$ cat src/rtl/pci_par_pkg.sv
package pci_par_pkg;

    typedef enum logic [1:0] {
        ST_RELEASE = 2'd0,
        ST_ASSERT  = 2'd1,
        ST_RESTORE = 2'd2
    } perr_state_e;

    localparam int unsigned LANE_BITS = 8;

endpackage

$ cat src/rtl/ppr_parity_calc.sv
module ppr_parity_calc
    import pci_par_pkg::*;
#(
    parameter int unsigned DATA_W = 32,
    parameter int unsigned CBE_W  = DATA_W / LANE_BITS
) (
    input  logic [DATA_W-1:0] ad,
    input  logic [CBE_W-1:0]  cbe,
    output logic              even_par
);

    logic [CBE_W-1:0] lane_par;

    // one byte lane plus its byte enable per slice
    for (genvar g = 0; g < CBE_W; g++) begin : g_lane
        assign lane_par[g] = (^ad[g*LANE_BITS +: LANE_BITS]) ^ cbe[g];
    end

    assign even_par = ^lane_par;

endmodule

$ cat src/rtl/ppr_phase_check.sv
module ppr_phase_check #(
    parameter int unsigned DATA_W = 32,
    parameter int unsigned CBE_W  = DATA_W / 8
) (
    input  logic              clk,
    input  logic              rst_n,
    input  logic [DATA_W-1:0] ad,
    input  logic [CBE_W-1:0]  cbe,
    input  logic              par,
    input  logic              phase_valid,
    input  logic              is_read,
    input  logic              resp_en,
    output logic              err_hit,
    output logic              err_read
);

    logic calc_par;
    logic s1_valid;
    logic s1_par;
    logic s1_read;
    logic mismatch;

    ppr_parity_calc #(.DATA_W(DATA_W), .CBE_W(CBE_W)) u_calc (
        .ad       (ad),
        .cbe      (cbe),
        .even_par (calc_par)
    );

    // stage 1: hold computed parity of the data phase
    always_ff @(posedge clk or negedge rst_n) begin
        if (!rst_n) begin
            s1_valid <= 1'b0;
            s1_par   <= 1'b0;
            s1_read  <= 1'b0;
        end else begin
            s1_valid <= phase_valid;
            s1_par   <= calc_par;
            s1_read  <= is_read;
        end
    end

    assign mismatch = s1_valid && resp_en && (s1_par != par);

    // stage 2: compare against parity line sampled one clock later
    always_ff @(posedge clk or negedge rst_n) begin
        if (!rst_n) begin
            err_hit  <= 1'b0;
            err_read <= 1'b0;
        end else begin
            err_hit  <= mismatch;
            err_read <= mismatch && s1_read;
        end
    end

    assert_origin_R1: assert property (@(posedge clk) disable iff (!rst_n)
        err_hit |-> $past(phase_valid, 2));

    assert_enable_gate_R2: assert property (@(posedge clk) disable iff (!rst_n)
        err_hit |-> $past(resp_en));

    assert_read_only_R4: assert property (@(posedge clk) disable iff (!rst_n)
        err_read |-> err_hit);

endmodule

$ cat src/rtl/ppr_perr_fsm.sv
module ppr_perr_fsm
    import pci_par_pkg::*;
(
    input  logic clk,
    input  logic rst_n,
    input  logic err_hit,
    output logic perr_n,
    output logic perr_oe
);

    perr_state_e state;
    perr_state_e state_nx;

    always_comb begin
        state_nx = state;
        unique case (state)
            ST_RELEASE: state_nx = err_hit ? ST_ASSERT : ST_RELEASE;
            ST_ASSERT:  state_nx = err_hit ? ST_ASSERT : ST_RESTORE;
            ST_RESTORE: state_nx = err_hit ? ST_ASSERT : ST_RELEASE;
            default:    state_nx = ST_RELEASE;
        endcase
    end

    always_ff @(posedge clk or negedge rst_n) begin
        if (!rst_n) state <= ST_RELEASE;
        else        state <= state_nx;
    end

    always_comb begin
        perr_n  = 1'b1;
        perr_oe = 1'b0;
        unique case (state)
            ST_RELEASE: begin perr_n = 1'b1; perr_oe = 1'b0; end
            ST_ASSERT:  begin perr_n = 1'b0; perr_oe = 1'b1; end
            ST_RESTORE: begin perr_n = 1'b1; perr_oe = 1'b1; end
            default:    begin perr_n = 1'b1; perr_oe = 1'b0; end
        endcase
    end

    assert_drive_low_R5: assert property (@(posedge clk) disable iff (!rst_n)
        err_hit |=> (!perr_n && perr_oe));

    assert_restore_high_R6: assert property (@(posedge clk) disable iff (!rst_n)
        (perr_oe && !perr_n && !err_hit) |=> (perr_oe && perr_n));

    assert_release_R6: assert property (@(posedge clk) disable iff (!rst_n)
        (perr_oe && perr_n && !err_hit) |=> !perr_oe);

endmodule

$ cat src/rtl/ppr_status_bits.sv
module ppr_status_bits #(
    parameter int unsigned NBITS = 2
) (
    input  logic             clk,
    input  logic             rst_n,
    input  logic [NBITS-1:0] set_req,
    input  logic [NBITS-1:0] clr_req,
    output logic [NBITS-1:0] sticky
);

    for (genvar g = 0; g < NBITS; g++) begin : g_bit
        always_ff @(posedge clk or negedge rst_n) begin
            if (!rst_n)          sticky[g] <= 1'b0;
            else if (set_req[g]) sticky[g] <= 1'b1;
            else if (clr_req[g]) sticky[g] <= 1'b0;
        end

        assert_set_R3: assert property (@(posedge clk) disable iff (!rst_n)
            set_req[g] |=> sticky[g]);

        assert_clear_R7: assert property (@(posedge clk) disable iff (!rst_n)
            (clr_req[g] && !set_req[g]) |=> !sticky[g]);

        assert_set_wins_R8: assert property (@(posedge clk) disable iff (!rst_n)
            (clr_req[g] && set_req[g]) |=> sticky[g]);

        assert_hold_R7: assert property (@(posedge clk) disable iff (!rst_n)
            (!clr_req[g] && !set_req[g]) |=> $stable(sticky[g]));
    end

endmodule

$ cat src/rtl/pci_init_parity_reporter.sv
module pci_init_parity_reporter #(
    parameter int unsigned DATA_W = 32,
    parameter int unsigned CBE_W  = DATA_W / 8
) (
    input  logic              clk,
    input  logic              rst_n,
    input  logic [DATA_W-1:0] ad_in,
    input  logic [CBE_W-1:0]  cbe_in,
    input  logic              par_in,
    input  logic              phase_valid,
    input  logic              is_read,
    input  logic              perr_resp_en,
    input  logic              clr_dpd,
    input  logic              clr_dpe,
    output logic              perr_n_o,
    output logic              perr_oe_o,
    output logic              set_dpd_o,
    output logic              set_dpe_o,
    output logic              sticky_dpd_o,
    output logic              sticky_dpe_o
);

    localparam int unsigned N_STAT = 2;

    logic              err_hit;
    logic              err_read;
    logic [N_STAT-1:0] stat_set;
    logic [N_STAT-1:0] stat_clr;
    logic [N_STAT-1:0] stat_q;

    ppr_phase_check #(.DATA_W(DATA_W), .CBE_W(CBE_W)) u_check (
        .clk         (clk),
        .rst_n       (rst_n),
        .ad          (ad_in),
        .cbe         (cbe_in),
        .par         (par_in),
        .phase_valid (phase_valid),
        .is_read     (is_read),
        .resp_en     (perr_resp_en),
        .err_hit     (err_hit),
        .err_read    (err_read)
    );

    ppr_perr_fsm u_fsm (
        .clk     (clk),
        .rst_n   (rst_n),
        .err_hit (err_hit),
        .perr_n  (perr_n_o),
        .perr_oe (perr_oe_o)
    );

    // index 0: status bit 8, index 1: status bit 15
    assign stat_set = {err_read, err_hit};
    assign stat_clr = {clr_dpe, clr_dpd};

    ppr_status_bits #(.NBITS(N_STAT)) u_stat (
        .clk     (clk),
        .rst_n   (rst_n),
        .set_req (stat_set),
        .clr_req (stat_clr),
        .sticky  (stat_q)
    );

    assign set_dpd_o    = err_hit;
    assign set_dpe_o    = err_read;
    assign sticky_dpd_o = stat_q[0];
    assign sticky_dpe_o = stat_q[1];

endmodule

$ cat config.mk
export PLATFORM = sky130hd
export DESIGN_NAME = pci_init_parity_reporter
export DESIGN_NICKNAME = d
export VERILOG_FILES = /design/src/rtl/pci_par_pkg.sv /design/src/rtl/ppr_parity_calc.sv /design/src/rtl/ppr_phase_check.sv /design/src/rtl/ppr_perr_fsm.sv /design/src/rtl/ppr_status_bits.sv /design/src/rtl/pci_init_parity_reporter.sv
export SDC_FILE = /design/constraint.sdc
export NUM_CORES = 1
export LEC_CHECK = 0
export ABC_AREA = 0
export BUFFER_PORTS_ARGS = -buffer_cell sky130_fd_sc_hd__buf_2
export CORE_MARGIN = 2
export CORE_UTILIZATION = 35
export DETAILED_ROUTE_END_ITERATION = 7
export PLACE_DENSITY = 0.74
export SETUP_SLACK_MARGIN = 0.5
export SLEW_MARGIN = 20
export SYNTH_ARGS = -nofsm -noshare
export SYNTH_HDL_FRONTEND = slang
export SYNTH_SLANG_ARGS = --single-unit
$ cat constraint.sdc
create_clock -name clk -period 0.9 [get_ports clk]
set_input_delay 0.225 -clock clk [delete_from_list [all_inputs] [get_ports clk]]
set_output_delay 0.225 -clock clk [all_outputs]
set_load 0.05 [all_outputs]
==> results.tsv <==
stage	metric	value	unit
synth	yosysWarnings	0	
sta	finalClockSkew	0.00254	ns
sta	max_slew_margin	0.865	
cells_and_area	syn_to_final_growth	75.3	%
setup_path	crit_slowest_cell	dfrtp_1	
floorplanning	rows	15	
detailed_routing	via_count	598	
place	hpwlAfterDp	1010	um
clocking	clock-root-buffer	clkbuf_4	
setup_path	path_cells	inv_2 > ha_4 > clkinvlp_4 > buf_6	
worst_hold_path	hold_class	input port to async pin	
synth	synthDistinctLibCells	11	
sta	slew_violations	0	
clocking	clkLatencyLatePin	0.25	ns
run_status	status	finished, violations left	
global_routing	grt_pass1_vias	501	
sta	max_freq	0.745	GHz
clocking	numCtsBuffers	3	
clocking	clockBufferDepth	2	
detailed_routing	firstDrtPassIters	1	
synth	syn_nets	108	
detailed_routing	drtIter0Drc	0	
place	dpl.cell_count	139	
cells_and_area	diodes	0	
detailed_routing	route.antenna.remaining_nets	0	
synth	synth_area	659	um^2
synth	yosysSeqAreaShare	0.342	
sta	finalHoldViolCount	9	
clocking	cts_tree	yes	
clocking	numClockSinks	9	
clocking	path_clk_slew	0.06	ns
floorplanning	fp.dieH	47.4	um
global_routing	grt_first_pass_wirelength	1660	um
detailed_routing	drc	0	
setup_path	cp_data_required_time	0.67	ns
cells_and_area	final_layout_size_suffix_gt1_frac	0.639	
place	io_buffers	49	
place	place_ws	-0.592	ns
cells_and_area	stdcell_area	1160	um^2
setup_path	crit_path_max_incr_delay	0.38	ns
place	gp_congestion	0.652	
setup_path	startpoint_type	register	
detailed_routing	avgRoutedWirePerCell	8.43	um
clocking	htreeDepth	1	
cells_and_area	layout_common_cells	43 x buf_2, 26 x xnor2_1, 7 x buf_6	
setup_path	end_kind	primary output	
floorplanning	die_area	2250	um^2
synth	postSynthCellCount	60	
floorplanning	coreArea	1750	um^2
run	drv_cap	0	
cells_and_area	fin_nets	168	
setup_path	path_max_fanout	2	
global_routing	grt_overflow_total	0	
sta	finalWorstSetupSlack	-0.442	ns
global_routing	track_usage	0.108	
place	place_area	1020	um^2
synth	avgSynthCellArea	11.0	um^2
sta	rsz0062_at_grt	yes	
cells_and_area	mostFrequentLayoutCell	buf_2	
sta	fin_crit_sh	1.49	
global_routing	antenna_found_initial	0	
setup_path	crit_arrival	1.12	ns
sta	worstMarginPinSlew	0.202	ns
floorplanning	die-width	47.4	um
sta	period_needed	1.34	ns
detailed_routing	drt-vias-per-instance	4.15	
floorplanning	initial_core_util	0.378	
power	leakagePower	0.560	nW
setup_path	crit_type	register to primary output	
power	total_power	2.09	mW
power	pwr_density_cell	1800	nW/um^2
cells_and_area	fin_util	0.662	
sta	tns	-2.06	ns
run_status	violations	hold timing, setup timing	
floorplanning	ioPinCount	50	
global_routing	grt_max_degree	10	
sta	setup_viol	10	
power	ir_worst_vdd	1.26	mV
synth	ys_ff_latch	9	
detailed_routing	wirelength	1210	um
cells_and_area	instances_no_fill	144	
sta	holdWs	-0.184	ns
## worst paths after layout
kind	from	slack (ns)	cells after the start	to
setup / recovery	u_fsm.state[1]	-0.44	4	perr_n_o
hold / removal	rst_n	-0.18	1	u_check.s1_valid
setup reg to reg	u_fsm.state[0]	-0.18	5	u_fsm.state[0]
hold reg to reg	u_check.s1_read	0.45	1	u_check.err_read
max in group asynchronous	rst_n	0.89	1	u_fsm.state[0]
min in group clk	phase_valid	0.08	1	u_check.s1_valid
## registers in the layout (all words and copies together), names as in the netlist
name              cells
u_stat.sticky         2
u_check.s1_valid      1
u_check.s1_par        1
u_check.err_hit       1
u_check.err_read      1
u_check.s1_read       1
u_fsm.state           2
## layout make-up
cell class,instances,area [um^2]
multi-input combinational,46,505
tap,25,31.3
timing repair buffer,55,339
sequential,9,231
fill,138,589
clock buffer,4,26.3
inverter,5,22.5
## critical path, delay by kind of cell, from the launching register on
| family | cells | cell delay [ns] |
|---|---|---|
| flops | 1 | 0.38 |
| buf+inv | 3 | 0.33 |
| fa+ha+maj | 1 | 0.15 |
## routing by layer
metal,track usage,up-vias,share of wire
li1,-,303,-
met1,0.0979,254,0.30
met2,0.211,41,0.60
met3,0.0346,0,0.11
met4,0.0500,0,0
met5,0,-,0
## cells in the mapped netlist
library cell  number  area (um^2)
xor2_1             5         43.8
ha_1               4         50.1
and3_1             1         6.26
inv_1              5         18.8
xnor2_1           29          254
and2_1             1         6.26
nor3_1             2         10.0
dfrtp_1            9          225
xnor3_1            1         22.5
a21o_1             2         15.0
nor3b_1            1         7.51
## cells by family after synthesis
logic type | share of synthesized area
xor+xnor | 0.486
compound gates | 0.0228
simple gates | 0.0456
buf+inv | 0.0285
fa+ha+maj | 0.0759
flops | 0.342
## repair_timing
action | in CTS | in global routing
endpoints found under the hold margin | 9 | 9
setup buffers | 1 | 0
pin swaps | 0 | 4
endpoints found under the setup margin | 13 | 13
gates resized for setup | 16 | 9
## where the power goes
part	internal, mW	switching (mW)
clock network	0.169	0.119
logic	0.686	0.559
registers	0.495	0.0573
Note: power is estimated with default switching activity, not from simulation.
